File: src/rtl/loop_env_pkg.sv
// Shared types and helpers for the looping envelope generator.
// Assumes rate fields are 5 bits wide (release 4 bits) and effective rates 6 bits.
package loop_env_pkg;

    typedef enum logic [1:0] {
        PH_ATK = 2'd0,
        PH_DEC = 2'd1,
        PH_SUS = 2'd2,
        PH_REL = 2'd3
    } env_phase_e;

    localparam int RATE_W = 5;
    localparam int RREL_W = 4;
    localparam int SL_W   = 4;
    localparam int EFF_W  = 6;

    // Effective rate for attack, decay and sustain fields: zero stays zero
    function automatic logic [EFF_W-1:0] eff_of(input logic [RATE_W-1:0] r);
        return (r == '0) ? '0 : {r, 1'b0};
    endfunction

    // Effective rate for the release field
    function automatic logic [EFF_W-1:0] eff_rel(input logic [RREL_W-1:0] r);
        return {r, 2'b10};
    endfunction

endpackage

File: src/rtl/env_tick_div.sv
// Sample divider: marks one of every UPD_DIV samples as an envelope update
// and counts those updates for the rate gate.
// Assumes smp_stb is a one-cycle pulse; counting starts at 0 after reset.
module env_tick_div #(
    parameter int UPD_DIV = 3,
    parameter int CNT_W   = 12
) (
    input  logic             clk,
    input  logic             rst_n,
    input  logic             smp_stb,
    output logic             upd,
    output logic [CNT_W-1:0] gcnt
);

    generate
        if (UPD_DIV <= 1) begin : g_every
            assign upd = smp_stb;
        end else begin : g_div
            localparam int DW = $clog2(UPD_DIV);
            localparam logic [DW-1:0] LAST = DW'(UPD_DIV - 1);
            logic [DW-1:0] sidx_q;

            // Position of the current sample inside the update period
            always_ff @(posedge clk) begin
                if (!rst_n)
                    sidx_q <= '0;
                else if (smp_stb)
                    sidx_q <= (sidx_q == LAST) ? '0 : sidx_q + 1'b1;
            end

            assign upd = smp_stb && (sidx_q == '0);
        end
    endgenerate

    // Shared update counter, advanced once per update sample
    always_ff @(posedge clk) begin
        if (!rst_n)
            gcnt <= '0;
        else if (upd)
            gcnt <= gcnt + 1'b1;
    end

endmodule

File: src/rtl/env_rate_gate.sv
// Rate gate: decides from an effective rate and the update counter whether
// the envelope steps on this update, and by how much.
// Assumes a 6-bit effective rate; rate groups 12..15 step on every update.
module env_rate_gate #(
    parameter int CNT_W = 12
) (
    input  logic [5:0]       eff,
    input  logic [CNT_W-1:0] gcnt,
    output logic             step,
    output logic [3:0]       inc
);

    logic [3:0]       grp;
    logic [3:0]       sh;
    logic [CNT_W-1:0] mask;

    assign grp = eff[5:2];

    // Shift and increment from the rate group
    always_comb begin
        if (grp >= 4'd12) begin
            sh  = 4'd0;
            inc = 4'd1 << grp[1:0];
        end else begin
            sh  = 4'd11 - grp;
            inc = 4'd1;
        end
        for (int i = 0; i < CNT_W; i++)
            mask[i] = (i < int'(sh));
        step = (eff != '0) && ((gcnt & mask) == '0);
    end

endmodule

File: src/rtl/loop_env_gen.sv
// Per-operator envelope generator with a looping/inverting mode.
// Per sample: key events or looping actions first, then the rate-driven step
// (one sample in UPD_DIV), then the output attenuation, all registered at once.
// Assumes one smp_stb pulse per sample and LVL_W >= TL_W + 1.
module loop_env_gen
    import loop_env_pkg::*;
#(
    parameter int LVL_W   = 10,
    parameter int TL_W    = 7,
    parameter int CNT_W   = 12,
    parameter int UPD_DIV = 3
) (
    input  logic              clk,
    input  logic              rst_n,
    input  logic              smp_stb,
    input  logic              key_on,
    input  logic [4:0]        atk_rate,
    input  logic [4:0]        dec_rate,
    input  logic [4:0]        sus_rate,
    input  logic [3:0]        rel_rate,
    input  logic [3:0]        sus_lvl,
    input  logic [TL_W-1:0]   tot_lvl,
    input  logic              loop_en,
    input  logic              loop_inv,
    input  logic              loop_alt,
    input  logic              loop_hold,
    output logic [LVL_W-1:0]  att_out,
    output logic              ph_restart
);

    localparam logic [LVL_W-1:0] LVL_MAX = '1;
    localparam logic [LVL_W-1:0] HALF    = LVL_W'(1) << (LVL_W - 1);
    localparam int               SL_SH   = LVL_W - 5;
    localparam int               TL_SH   = LVL_W - TL_W;

    env_phase_e        phase_q, ph_a, ph_b;
    logic [LVL_W-1:0]  lvl_q, lv_a, lv_b;
    logic              flag_q, fl_a, rs_a;
    logic              key_q;

    logic              upd;
    logic [CNT_W-1:0]  gcnt;
    logic [EFF_W-1:0]  eff_sel;
    logic              step;
    logic [3:0]        inc;

    logic              k_on, k_off, ar_fast, sl_zero;
    logic [LVL_W-1:0]  sl_tgt, tl_sh, e_lvl, sub;
    logic [LVL_W+3:0]  prod;
    logic [LVL_W:0]    sum, addv;
    logic              inv;
    logic [LVL_W-1:0]  out_nx;

    env_tick_div #(.UPD_DIV(UPD_DIV), .CNT_W(CNT_W)) u_div (
        .clk    (clk),
        .rst_n  (rst_n),
        .smp_stb(smp_stb),
        .upd    (upd),
        .gcnt   (gcnt)
    );

    env_rate_gate #(.CNT_W(CNT_W)) u_gate (
        .eff (eff_sel),
        .gcnt(gcnt),
        .step(step),
        .inc (inc)
    );

    assign k_on    = key_on && !key_q;
    assign k_off   = !key_on && key_q;
    assign ar_fast = (atk_rate == 5'd31);
    assign sl_zero = (sus_lvl == '0);
    assign sl_tgt  = LVL_W'(sus_lvl) << SL_SH;
    assign tl_sh   = LVL_W'(tot_lvl) << TL_SH;

    // Stage A: key events, or looping actions when no key event
    always_comb begin
        ph_a = phase_q;
        lv_a = lvl_q;
        fl_a = flag_q;
        rs_a = 1'b0;
        if (k_on) begin
            fl_a = 1'b0;
            rs_a = 1'b1;
            if (ar_fast) begin
                lv_a = '0;
                ph_a = sl_zero ? PH_SUS : PH_DEC;
            end else begin
                ph_a = PH_ATK;
            end
        end else if (k_off) begin
            ph_a = PH_REL;
        end else if (loop_en && (lvl_q >= HALF)) begin
            if (phase_q != PH_REL) begin
                if (loop_alt && !(loop_hold && flag_q))
                    fl_a = !flag_q;
                if (!loop_hold) begin
                    rs_a = 1'b1;
                    if (ar_fast) begin
                        lv_a = '0;
                        ph_a = sl_zero ? PH_SUS : PH_DEC;
                    end else begin
                        ph_a = PH_ATK;
                    end
                end else if (!(loop_inv ^ fl_a)) begin
                    lv_a = LVL_MAX;
                end
            end else begin
                lv_a = LVL_MAX;
            end
        end
    end

    // Rate selection from the phase left by stage A
    always_comb begin
        unique case (ph_a)
            PH_ATK:  eff_sel = eff_of(atk_rate);
            PH_DEC:  eff_sel = eff_of(dec_rate);
            PH_SUS:  eff_sel = eff_of(sus_rate);
            default: eff_sel = eff_rel(rel_rate);
        endcase
    end

    // Stage B: rate-driven envelope step on update samples without key events
    always_comb begin
        ph_b = ph_a;
        lv_b = lv_a;
        prod = (LVL_W+4)'(lv_a) * (LVL_W+4)'(inc);
        sub  = prod[LVL_W+3:4] + 1'b1;
        addv = {1'b0, lv_a} + (LVL_W+1)'(inc);
        if (upd && !k_on && !k_off) begin
            unique case (ph_a)
                PH_ATK: begin
                    if (!ar_fast && step) begin
                        if (sub >= lv_a) begin
                            lv_b = '0;
                            ph_b = sl_zero ? PH_SUS : PH_DEC;
                        end else begin
                            lv_b = lv_a - sub;
                        end
                    end
                end
                PH_DEC: begin
                    if (lv_a >= sl_tgt)
                        ph_b = PH_SUS;
                    else if (step)
                        lv_b = addv[LVL_W] ? LVL_MAX : addv[LVL_W-1:0];
                end
                default: begin
                    if (step)
                        lv_b = addv[LVL_W] ? LVL_MAX : addv[LVL_W-1:0];
                end
            endcase
        end
    end

    // Stage C: inversion, total level and saturation
    always_comb begin
        inv    = loop_en && (ph_b != PH_REL) && (loop_inv ^ fl_a);
        e_lvl  = inv ? (HALF - lv_b) : lv_b;
        sum    = {1'b0, e_lvl} + {1'b0, tl_sh};
        out_nx = sum[LVL_W] ? LVL_MAX : sum[LVL_W-1:0];
    end

    // State and output registers, advanced once per sample strobe
    always_ff @(posedge clk) begin
        if (!rst_n) begin
            phase_q    <= PH_REL;
            lvl_q      <= LVL_MAX;
            flag_q     <= 1'b0;
            key_q      <= 1'b0;
            att_out    <= LVL_MAX;
            ph_restart <= 1'b0;
        end else begin
            ph_restart <= smp_stb && rs_a;
            if (smp_stb) begin
                phase_q <= ph_b;
                lvl_q   <= lv_b;
                flag_q  <= fl_a;
                key_q   <= key_on;
                att_out <= out_nx;
            end
        end
    end

endmodule

File: config.mk
export PLATFORM = sky130hd
export DESIGN_NAME = loop_env_gen
export DESIGN_NICKNAME = d
export VERILOG_FILES = /design/src/rtl/loop_env_pkg.sv /design/src/rtl/env_tick_div.sv /design/src/rtl/env_rate_gate.sv /design/src/rtl/loop_env_gen.sv
export SDC_FILE = /design/constraint.sdc
export NUM_CORES = 1
export LEC_CHECK = 0
export CAP_MARGIN = 15
export CORE_ASPECT_RATIO = 0.75
export CORE_MARGIN = 5
export CORE_UTILIZATION = 50
export CTS_CLUSTER_DIAMETER = 120
export DETAILED_ROUTE_END_ITERATION = 12
export DONT_BUFFER_PORTS = 1
export PLACE_DENSITY = 0.64
export SYNTH_ARGS = -nofsm -noshare
export SYNTH_HDL_FRONTEND = slang
export SYNTH_SLANG_ARGS = --single-unit
export TNS_END_PERCENT = 5
File: constraint.sdc
create_clock -name clk -period 19.6 [get_ports clk]
set_input_delay 4.9 -clock clk [delete_from_list [all_inputs] [get_ports clk]]
set_output_delay 4.9 -clock clk [all_outputs]
set_load 0.01 [all_outputs]
==> results.sh, run 1 <==
export IMPL_cts_buffers=5
export IMPL_grt_pass1_wl_um=25320
export IMPL_vias=5149
export IMPL_syn2layout_area_growth_pct=4.302
export IMPL_swShare_pct=50.85
export IMPL_timing_rr_end="att_out[1]"
export IMPL_yosysSeqAreaShare_pct=14.95
export IMPL_synth_cells=698
export IMPL_synthesis_area_mm2=0.005090
export IMPL_synth_cell_type_count=80
export IMPL_finalSetupTns_ps=0
export IMPL_initialDrtViolationCount=585
export IMPL_reg2reg_from="lvl_q[9]"
export IMPL_post_cts_buffers=0
export IMPL_io_buffers=0
export IMPL_avgViaCountPerCell=6.318
export IMPL_p_per_area_mw_per_mm2=146.1
export IMPL_hold_path_class="flip-flop to flip-flop"
export IMPL_crit_type="input pin to flip-flop"
export IMPL_synth_top_cell_area_share_pct=14.95
export IMPL_n_antenna_cell=0
export IMPL_final_common_cell="nor2_1"
export IMPL_drc=0
export IMPL_postCtsHoldBufs=0
export IMPL_routedWlPerCell_um=19.13
export IMPL_synth_nets=798
export IMPL_fp_dieH_um=97.38
export IMPL_cts_buffer_depth=2
export IMPL_p_seq_share_pct=11.8
export IMPL_grt_max_degree=32
export IMPL_multi_input_area_mm2=0.003958
export IMPL_crit_required_ps=19720
export IMPL_drv_cap=0
export IMPL_crit_end="att_out[1]"
export IMPL_cts_tree="built"
export IMPL_ff_latch_area_um2=760.7
export IMPL_fin_nets=782
export IMPL_fin_crit_sh_pct=81.84
export IMPL_drive_gt1_share_pct=4.246
export IMPL_drv_slew=0
export IMPL_h_tree_depth=2
export IMPL_num_rows=31
export IMPL_synth_seq_cells=38
export IMPL_cts_root_buf="clkbuf_16"
export IMPL_setup_worst_path_start="atk_rate[3]"
export IMPL_fillers=933
export IMPL_antenna_found_initial=0
export IMPL_status="completed"
export IMPL_p_sw_uw=394.3
export IMPL_avgSynthCellArea_um2=7.292
export IMPL_r2r_slack_ps=7820
export IMPL_leakage_uw=0.002305
export IMPL_rsz0062_at_grt="false"
export IMPL_intPower_uw=381.2
export IMPL_wirelength_um=15590
export IMPL_yosysWarnings=0
export IMPL_clock_sinks=38
export IMPL_drtAntennaViolNets=0
export IMPL_final_cell_mix="82 x nor2_1, 69 x nand2_1, 67 x inv_1"
export IMPL_worst_setup_path_end_kind="flip-flop"
export IMPL_post_dp_hpwl_um=12620
export IMPL_dieArea_mm2=0.01232
export IMPL_ys_async_sr_fraction_pct=0
export IMPL_track_usage_pct=24.99
export IMPL_grt_pass1_vias=4859
export IMPL_comb_power_share_pct=76.6
export IMPL_finalHoldViolCount=0
export IMPL_reg2reg_depth=53
export IMPL_post_route_util_pct=54.10
export IMPL_synth_area_top_cells="dfxtp_1 15%, ha_1 11%, fa_1 7.1%, nor2_1 6.0%, nand2_1 5.1%"
export IMPL_p_clk_share_pct=11.6
export IMPL_worst_pin_slew_ps=894.4
export IMPL_overflow=0
export IMPL_max_slew_margin_pct=40.37
export IMPL_vdd_ir_drop_max_mv=0.08442
export IMPL_setup_viol=0
export IMPL_critPathLaunchType="input pin"
export IMPL_pin_count=49
export IMPL_clock_skew_ps=4.691
export IMPL_synth_flop_cell="dfxtp_1"
export IMPL_dp_cells=807
export IMPL_slowest_delay_ps=560
export IMPL_die_w_um=126.5
export IMPL_fin_crit_ps=16040
export IMPL_dr_pass1_iters=5
export IMPL_critPathArrivalTime_ps=16160
export IMPL_synth_edf_count=0
export IMPL_yosys_area_top_type="dfxtp_1"
export IMPL_critPathMaxFanout=10
export IMPL_place_congestion=0.9661
export IMPL_start_util_pct=51.87
export IMPL_clk_latency_ps=280
export IMPL_clk_pin_slew_ps=60
export IMPL_slowest_stage="a21oi_1"
export IMPL_layoutNonFillerInstCount=815
export IMPL_coreArea_mm2=0.009813
export IMPL_fmax_mhz=62.34
export IMPL_cts_resized_gates=0
power by group through the flow:
stage / clock network [uW] / registers (uW) / logic, uW
after CTS: 92.4 / 91.3 / 585
after global placement: 0 / 92.8 / 584
after floorplan: 0 / 91.1 / 444
final: 90.3 / 91.1 / 594
after detailed placement: 0 / 92.9 / 581
after global routing: 96.8 / 92.1 / 652
worst min path at each step:
| stage | to | slack (ps) | start | cells past startpoint |
|---|---|---|---|---|
| floorplan | u_div.g_div.sidx_q[1] | 450 | u_div.g_div.sidx_q[1] | 2 |
| global placement | u_div.g_div.sidx_q[1] | 460 | u_div.g_div.sidx_q[1] | 2 |
| detailed placement | u_div.g_div.sidx_q[1] | 480 | u_div.g_div.sidx_q[1] | 2 |
| CTS | u_div.g_div.sidx_q[1] | 490 | u_div.g_div.sidx_q[1] | 2 |
| global route | u_div.g_div.sidx_q[1] | 500 | u_div.g_div.sidx_q[1] | 2 |
| finish | u_div.g_div.sidx_q[1] | 490 | u_div.g_div.sidx_q[1] | 2 |
per-layer routing:
metal	track usage [%]	up-vias	wire length [um]
met3	7.692	17	1613
met4	4.122	0	163
met2	35.24	217	6342
li1	-	2466	-
met1	37.49	2449	7471
met5	0	-	0
logic make-up after synthesis:
logic type / count (synthesis) / share of synthesized area, %
fa+ha+maj: 64 / 18.31
simple gates: 255 / 23.85
mux: 4 / 0.7867
compound gates: 200 / 27.07
flops: 38 / 14.95
xor+xnor: 45 / 7.743
buf+inv: 92 / 7.301
cells in the mapped netlist (3+ instances only):
master and number:
a41oi_1 5, o21ai_0 40, xnor2_1 29, a31oi_1 7
nor4_1 6, xor2_1 16, o31ai_1 5, o21bai_1 4
or2_2 3, o211ai_1 9, a311o_1 5, and3_1 10
a21o_1 17, buf_2 8, dfxtp_1 38, fa_1 18
a31o_2 4, nand2b_1 5, nand3_1 18, or3_1 8
o32ai_1 6, and2_1 5, inv_1 67, ha_1 44
mux2i_1 4, clkbuf_1 12, nor2b_1 7, nand4_1 14
nor3_1 13, a21oi_1 51, nor2_1 82, nand2_1 69
a211o_1 4, a211oi_1 5, o21a_1 5
registers in the layout, summed over array words and instances (netlist names):
signal,count
flag_q,1
u_div.gcnt,11
phase_q,2
u_div.g_div.sidx_q,2
key_q,1
ph_restart,1
att_out,10
lvl_q,10
per-stage QoR:
stage | hold slack (ps) | worst slack, ps | cell area (um2) | power, uW
floorplan | 453.2 | 4658 | 5090 | 535.4
global placement | 463.4 | 3717 | 5146 | 676.8
detailed placement | 478.4 | 3416 | 5146 | 674.3
CTS | 487.1 | 3666 | 5309 | 769.1
global route | 495.2 | 2428 | 5309 | 840.8
finish | 487.2 | 3559 | 5309 | 775.5
layout make-up:
| class | count | area share [%] |
|---|---|---|
| inverter | 68 | 4.808 |
| timing repair buffer | 1 | 0.1414 |
| sequential | 38 | 14.33 |
| tap | 132 | 3.111 |
| multi-input combinational | 568 | 74.55 |
| clock inverter | 1 | 0.5656 |
| clock buffer | 7 | 2.498 |
worst max-delay path, delay by kind of cell:
kind	cells	cell delay (ps)
AOI/OAI and AO/OA	20	4360
xor gates and xnor gates	3	570
adders and majority gates	8	2870
buffers and inverters	5	440
and+or+nand+nor	17	2980
Power figures use the tool's default switching activity.
==> run 2, diff against run 1 <==
--- a/config.mk
+++ b/config.mk
@@ -12,7 +12,7 @@
 export CTS_CLUSTER_DIAMETER = 120
 export DETAILED_ROUTE_END_ITERATION = 12
 export DONT_BUFFER_PORTS = 1
-export PLACE_DENSITY = 0.64
+export PLACE_DENSITY = 0.67
 export SYNTH_ARGS = -nofsm -noshare
 export SYNTH_HDL_FRONTEND = slang
 export SYNTH_SLANG_ARGS = --single-unit
==> constraint.sdc (replaced) <==
create_clock -name clk -period 13.2 [get_ports clk]
set_input_delay 3.3 -clock clk [delete_from_list [all_inputs] [get_ports clk]]
set_output_delay 3.3 -clock clk [all_outputs]
set_load 0.01 [all_outputs]
==> run 2 against run 1 <==
  * Wire length rose by 5.9%
  * First-iteration DRC count decreased by 1.4%
  * Clock power up 28%
  * Hold slack improved by 4.1 ps
  * Clock skew down 0.76 ps
  * Sequential share of layout area decreased by 0.97 points
  * Core utilization increased by 3.9 points
  * Global-route usage up 0.30 points
  * Register-to-register slack worse by 4800 ps
  * Combinational power increased by 52%
  * Critical path depth shrank 3
  * Critical endpoint unchanged
  * Largest cell class unchanged
  * Largest power group unchanged
==> results.sh, run 2 (synthesized netlist as in run 1, its figures left out) <==
export IMPL_intPower_uw=575.5
export IMPL_coreArea_mm2=0.009813
export IMPL_dpl_cell_area_mm2=0.005368
export IMPL_h_tree_depth=2
export IMPL_status="completed"
export IMPL_clock_skew_ps=3.935
export IMPL_hp_start="u_div.g_div.sidx_q[1]"
export IMPL_wirelength_um=16510
export IMPL_regMostFlops="u_div.gcnt"
export IMPL_holdPathStages=2
export IMPL_comb_power_share_pct=78.1
export IMPL_dr_pass1_iters=7
export IMPL_p_per_area_mw_per_mm2=202.2
export IMPL_r2r_slack_ps=3010
export IMPL_post_dp_hpwl_um=13180
export IMPL_cts_buffers=5
export IMPL_leakage_uw=0.002501
export IMPL_cts_root_buf="clkbuf_16"
export IMPL_fin_crit_sh_pct=97.31
export IMPL_swShare_pct=50.01
export IMPL_reg_largest_list="u_div.gcnt: 11 flops, att_out: 10 flops, lvl_q: 10 flops"
export IMPL_finalSetupTns_ps=0
export IMPL_worst_pin_slew_ps=738.9
export IMPL_slowest_delay_ps=530
export IMPL_clk_pin_slew_ps=60
export IMPL_setup_viol=0
export IMPL_largest_reg_flops=11
export IMPL_final_cell_mix="77 x nor2_1, 67 x nand2_1, 66 x inv_1"
export IMPL_critPathLaunchType="input pin"
export IMPL_syn2layout_area_growth_pct=11.87
export IMPL_cts_buffer_depth=2
export IMPL_max_slew_margin_pct=50.09
export IMPL_drive_gt1_share_pct=12.53
export IMPL_fillers=936
export IMPL_track_usage_pct=25.29
export IMPL_num_rows=31
export IMPL_worst_setup_path_end_kind="flip-flop"
export IMPL_crit_required_ps=13340
export IMPL_vdd_ir_drop_max_mv=0.1490
export IMPL_worst_slack_ps=355.2
export IMPL_postCtsHoldBufs=0
export IMPL_die_w_um=126.5
export IMPL_clock_sinks=38
export IMPL_p_sw_uw=575.7
export IMPL_place_congestion=1.025
export IMPL_overflow=0
export IMPL_drtAntennaViolNets=0
export IMPL_dieArea_mm2=0.01232
export IMPL_dp_slack_ps=-340.8
export IMPL_timing_rr_end="att_out[1]"
export IMPL_fmax_mhz=77.85
export IMPL_final_area_mm2=0.005694
export IMPL_critPathBufInv=7
export IMPL_hold_path_class="flip-flop to flip-flop"
export IMPL_critical_path_top_delay_family="compound AO/OA/AOI/OAI gates"
export IMPL_dp_cells=836
export IMPL_final_common_cell="nor2_1"
export IMPL_drc=0
export IMPL_fp_dieH_um=97.38
export IMPL_drv_slew=0
export IMPL_io_buffers=0
export IMPL_critPathArrivalTime_ps=12990
export IMPL_drv_cap=0
export IMPL_routedWlPerCell_um=19.43
export IMPL_n_antenna_cell=0
export IMPL_grt_max_degree=32
export IMPL_reg2reg_depth=51
export IMPL_fin_crit_ps=12840
export IMPL_cts_tree="built"
export IMPL_layoutNonFillerInstCount=850
export IMPL_grt_pass1_vias=5091
export IMPL_grt_pass1_wl_um=25720
export IMPL_start_util_pct=51.87
export IMPL_vias=5365
export IMPL_initialDrtViolationCount=577
export IMPL_p_seq_share_pct=11.8
export IMPL_antenna_found_initial=1
export IMPL_finalHoldViolCount=0
export IMPL_crit_type="input pin to flip-flop"
export IMPL_reg2reg_from="lvl_q[9]"
export IMPL_clk_latency_ps=280
export IMPL_worstHoldEndpoint="u_div.g_div.sidx_q[1]"
export IMPL_critPathMaxFanout=6
export IMPL_slowest_stage="fa_1"
export IMPL_fin_nets=818
export IMPL_pin_count=49
export IMPL_avgViaCountPerCell=6.312
export IMPL_p_clk_share_pct=10.1
==> run 2: changes by cell type in the layout (fill, tap and decap cells not counted), sizes merged <==
| cell | before | now |
|---|---|---|
| a21oi | 53 | 54 |
| buf | 1 | 36 |
| bufinv | 1 | 0 |
| clkbuf | 7 | 5 |
| clkinv | 1 | 3 |
==> run 2: power by group through the flow <==
stage	Sequential [uW]	Clock, uW	Combinational [uW]
after detailed placement	138	0	842
final	136	116	900
after global placement	138	0	838
after floorplan	135	0	660
after CTS	136	116	851
after global routing	137	123	987
==> run 2: layer usage <==
metal / track usage, % / part of all wire [%] / up-vias
li1: - / - / 2536
met1: 35.95 / 46 / 2535
met2: 37.20 / 42 / 254
met3: 8.022 / 11 / 38
met4: 5.688 / 1.7 / 2
met5: 0 / 0.042 / -
==> run 2: worst max-delay path by stage <==
stage	start	end	slack (ps)	cells after the start
finish	sus_lvl[0]	att_out[1]	360	50
floorplan	sus_lvl[0]	att_out[1]	10	53
CTS	sus_lvl[0]	att_out[1]	20	52
global route	sus_lvl[0]	att_out[1]	-70	52
global placement	sus_lvl[0]	att_out[1]	-60	50
detailed placement	sus_lvl[0]	att_out[1]	-340	52
==> run 2: what timing repair did <==
action                                  4_1_cts  5_1_grt
endpoints found under the setup margin        3       10
gates cloned                                  0        1
pin swaps                                     1       18
buffers inserted                              0        6
resized for setup                             1       30
==> run 2: per-stage QoR <==
| stage | total power, uW | util, % | hold WS, ps |
|---|---|---|---|
| 6_report | 1151 | 58.03 | 491.3 |
| 5_1_grt | 1247 | 58.03 | 517.4 |
| 4_1_cts | 1103 | 56.15 | 489.4 |
| 3_5_place_dp | 979.9 | 54.70 | 480.0 |
| 3_3_place_gp | 976.0 | 54.70 | 460.8 |
| 2_1_floorplan | 795.4 | - | 453.3 |
==> run 2: area by class of cell <==
class                      count  area (um2)  share of cell area (%)
tap                          132       165.2                   2.900
inverter                      68       255.2                   4.483
clock inverter                 2       10.01                  0.1758
clock buffer                   5       125.1                   2.197
multi-input combinational    569        4108                   72.14
timing repair buffer          36       270.3                   4.746
sequential                    38       760.7                   13.36
==> run 2: worst register-to-register path: cells and delay by family (launching register included) <==
| family | cells | cell delay (ps) |
|---|---|---|
| AND/OR/NAND/NOR | 15 | 2390 |
| adder cells (fa/ha/maj) | 6 | 2150 |
| buffers and inverters | 7 | 770 |
| AO/OA/AOI/OAI | 21 | 3910 |
| XOR/XNOR | 2 | 360 |
| flip-flops | 1 | 440 |
